## src/rtl/bcdAddPkg.sv

```systemverilog
package bcdAddPkg;
  localparam int DigitW = 4;
  localparam logic [DigitW-1:0] DecFix = DigitW'(6);
  localparam int DecMax = 9;

  typedef struct packed {
    logic addSix;
  } fixStrobe_t;
endpackage

```

## src/rtl/bcdRipple.sv

```systemverilog
module bcdRipple #(
  parameter int W = 4
) (
  input  logic [W-1:0] x,
  input  logic [W-1:0] y,
  input  logic         cIn,
  output logic [W-1:0] s,
  output logic         cOut
);
  logic [W:0] chain;

  assign chain[0] = cIn;

  for (genvar i = 0; i < W; i++) begin : g_bit
    assign s[i]       = x[i] ^ y[i] ^ chain[i];
    assign chain[i+1] = (x[i] & y[i]) | (x[i] & chain[i]) | (y[i] & chain[i]);
  end

  assign cOut = chain[W];
endmodule

```

## src/rtl/bcdSumPath.sv

```systemverilog
module bcdSumPath
  import bcdAddPkg::*;
(
  input  logic [DigitW-1:0] opA,
  input  logic [DigitW-1:0] opB,
  input  logic              cIn,
  input  fixStrobe_t        strobe,
  output logic [DigitW-1:0] rawSum,
  output logic              rawCarry,
  output logic [DigitW-1:0] fixedSum,
  output logic              fixCarry
);
  logic [DigitW-1:0] addend;

  // first stage: plain binary add including the incoming carry
  bcdRipple #(.W(DigitW)) uStage1 (
    .x(opA), .y(opB), .cIn(cIn), .s(rawSum), .cOut(rawCarry)
  );

  // two-way pick between zero and the decimal fix value
  assign addend = strobe.addSix ? DecFix : '0;

  // second stage: apply the correction
  bcdRipple #(.W(DigitW)) uStage2 (
    .x(rawSum), .y(addend), .cIn(1'b0), .s(fixedSum), .cOut(fixCarry)
  );
endmodule

```

## src/rtl/bcdFixCtrl.sv

```systemverilog
module bcdFixCtrl
  import bcdAddPkg::*;
(
  input  logic [DigitW-1:0] rawSum,
  input  logic              rawCarry,
  input  logic              fixCarry,
  output fixStrobe_t        strobe,
  output logic              decCarry
);
  localparam int TopBit = DigitW - 1;

  // out of decimal range: a binary carry, or an 8-weight bit with 4 or 2 set
  always_comb begin
    strobe        = '0;
    strobe.addSix = rawCarry | (rawSum[TopBit] & (rawSum[TopBit-1] | rawSum[TopBit-2]));
  end

  assign decCarry = rawCarry | fixCarry;
endmodule

```

## src/rtl/bcdDigitAdder.sv

```systemverilog
module bcdDigitAdder
  import bcdAddPkg::*;
(
  input  logic [3:0] digitA,
  input  logic [3:0] digitB,
  input  logic       carryIn,
  output logic [3:0] sumDigit,
  output logic       carryOut
);
  fixStrobe_t        strobe;
  logic [DigitW-1:0] rawSum;
  logic              rawCarry;
  logic              fixCarry;

  bcdSumPath uPath (
    .opA(digitA), .opB(digitB), .cIn(carryIn), .strobe(strobe),
    .rawSum(rawSum), .rawCarry(rawCarry), .fixedSum(sumDigit), .fixCarry(fixCarry)
  );

  bcdFixCtrl uCtrl (
    .rawSum(rawSum), .rawCarry(rawCarry), .fixCarry(fixCarry),
    .strobe(strobe), .decCarry(carryOut)
  );
endmodule

```

## config.mk

```make
export PLATFORM = sky130hd
export DESIGN_NAME = bcdDigitAdder
export DESIGN_NICKNAME = d
export VERILOG_FILES = /design/src/rtl/bcdAddPkg.sv /design/src/rtl/bcdRipple.sv /design/src/rtl/bcdSumPath.sv /design/src/rtl/bcdFixCtrl.sv /design/src/rtl/bcdDigitAdder.sv
export SDC_FILE = /design/constraint.sdc
export NUM_CORES = 1
export LEC_CHECK = 0
export CAP_MARGIN = 0
export CORE_AREA = 4 4 41 43
export DETAILED_ROUTE_END_ITERATION = 12
export DIE_AREA = 0 0 45 47
export DONT_BUFFER_PORTS = 1
export GPL_ROUTABILITY_DRIVEN = 0
export PLACE_DENSITY = 0.33
export SLEW_MARGIN = 10
export SYNTH_ARGS = -nofsm -noshare
export SYNTH_HDL_FRONTEND = slang
export SYNTH_SLANG_ARGS = --single-unit
```

## constraint.sdc

```tcl
create_clock -name vclk -period 4.6
set_input_delay 0.92 -clock vclk [all_inputs]
set_output_delay 0.92 -clock vclk [all_outputs]
set_load 0.02 [all_outputs]
```

==> impl_metrics.csv <==
group,metric,value,unit
placement,portBuffers,0,
setup_path,cp_max_fo,3,
die,fp.dieH,47,um
global_route,grt_usage,3.08,%
route,route.detailed.drc,0,
clocking,postCtsHoldBufs,0,
setup_path,cp-start-kind,"primary input",
die,dieArea,2120,sq um
timing,fin_crit,4.52,ns
global_route,grt_pass1_wl,524,um
power,power_density,306,nW/um^2
synth,synth_cell_type_count,8,
route,vias,154,
setup_path,crit_path_end_kind,"primary output",
worst_hold_path,hp-start,"digitA[0]",
placement,dp.cells,42,
die,io_pins,14,
synth,netlist_area,206,sq um
run,max-cap-violations,0,
timing,min_period_over_period,98.3,%
layout,seqCellArea,0,sq um
layout,final_common_cell,"inv_1",
layout,design.seq.count,0,
placement,post_dp_cell_area,255,sq um
global_route,grt_pass1_vias,150,
global_route,gr-total-overflow,0,
layout,fin_nets,46,
timing,fmaxAchievable,0.221,GHz
layout,synthToLayoutAreaGrowth,28.5,%
die,core_area,1300,sq um
route,via_per_inst,3.67,
synth,syn_avg_cell_area,8.60,sq um
synth,yosysWarnings,0,
layout,clkbuf_count,0,
worst_hold_path,hold_path.class,"primary input to primary output",
timing,drv_slew,0,
die,die_w,45,um
power,p_leak,0.144,nW
route,drtIter0Drc,0,
route,ant_nets,0,
layout,drive_gt1_share,44.4,%
timing,relSlewSlack,88.2,%
route,routed_wl,351,um
global_route,grt_antenna_before_repair,0,
worst_hold_path,min_to,"sumDigit[0]",
layout,final_util,20.4,%
die,rows,13,
setup_path,crit_type,"primary input to primary output",
timing,worstMarginPinSlew,0.177,ns
synth,syn_nets,41,
synth,netlist.area_leader.share,38.8,%
timing,finalHoldViolations,0,
layout,final_area,265,sq um
synth,yosysTopAreaCell,"fa_1",
synth,synth_area_leaders,"fa_1, ha_1, inv_1",
layout,mostFrequentLayoutCells,"inv_1, fa_2, buf_4",
synth,netlist_instances,24,
route,firstDrtPassIters,1,
worst_hold_path,holdPathStages,3,
run_status,status,"finished, final reports clean",
layout,finalNonFillerCells,42,
die,start_util,15.9,%
power,ir_drop,107,uV
route,wl_per_cell,8.36,um
setup_path,arrival,3.60,ns
setup_path,cp_data_required_time,3.68,ns
global_route,grt_start_max_net_pins,4,
placement,dpl.hpwl,359,um
timing,finalSetupViolations,0,
layout,antenna-diode-count,0,
synth,ys_seq_area_share,0,%
==> critical path, cell delays in order <==
cell and delay, ns:
inv_4 0.02, fa_2 0.37, fa_2 0.34, fa_2 0.34
inv_2 0.06, fa_1 0.42, a21o_1 0.23, ha_2 0.19
a211o_1 0.29, ha_2 0.16, or2_4 0.25
==> worst max path at each step <==
| stage | startpoint | cells after the start | slack, ns | to |
|---|---|---|---|---|
| 2_1_floorplan | digitA[0] | 11 | 0.02 | carryOut |
| 3_3_place_gp | digitA[0] | 11 | -0.05 | carryOut |
| 3_5_place_dp | digitA[0] | 11 | -0.06 | carryOut |
| 4_1_cts | digitA[0] | 11 | 0.01 | carryOut |
| 5_1_grt | digitA[0] | 11 | -0.002 | carryOut |
| 6_report | digitA[0] | 11 | 0.08 | carryOut |
==> what timing repair did <==
| item | CTS | global route |
|---|---|---|
| endpoints found under the setup margin | 2 | 2 |
| hold endpoints to repair | 0 | 0 |
| buffers inserted | 0 | 0 |
| pin swaps | 1 | 2 |
| resized for setup | 1 | 6 |
==> cells in the mapped netlist, drive strengths merged <==
cell type  instances
inv               11
fa                 4
ha                 4
a211o              1
a21o               1
nand2              1
or2                1
xor2               1
==> metrics by stage <==
step / power [mW] / TNS [ns] / hold slack [ns] / setup slack (ns)
floorplan: 0.0596 / 0 / 2.12 / 0.0175
global route: 0.0882 / -0.00231 / 2.17 / -0.00231
detailed placement: 0.0802 / -0.0760 / 2.14 / -0.0626
CTS: 0.0807 / 0 / 2.17 / 0.0134
finish: 0.0812 / 0 / 2.15 / 0.0793
global placement: 0.0787 / -0.0561 / 2.14 / -0.0540
==> metal layers <==
metal | share of wire [%] | GRT usage (%) | wire, um | up-vias
met5 | 0 | 0 | 0 | -
met4 | 0 | 0 | 0 | 0
met3 | 8.3 | 0 | 29 | 0
met2 | 47 | 6.21 | 166 | 10
met1 | 44 | 3.87 | 154 | 70
li1 | - | - | - | 74
==> kinds of logic (layout without fill, tap and decap cells) <==
logic type,count (synthesis),in the layout,synth area share (%)
fa+ha+maj,8,8,63.0
xor+xnor,1,1,4.24
compound gates,2,2,7.88
simple gates,2,2,4.85
buf+inv,11,14,20.0
==> layout make-up <==
| class | count | area [sq um] |
|---|---|---|
| tap | 15 | 18.8 |
| fill | 152 | 1040 |
| multi-input combinational | 13 | 180 |
| inverter | 11 | 43.8 |
| timing repair buffer | 3 | 22.5 |
==> report_power, final <==
part           internal (mW)  switching, mW  total (mW)
Sequential                 0              0           0
Clock                      0              0           0
Combinational         0.0359         0.0453      0.0812
Total                 0.0359         0.0453      0.0812
Power figures use the tool's default switching activity.
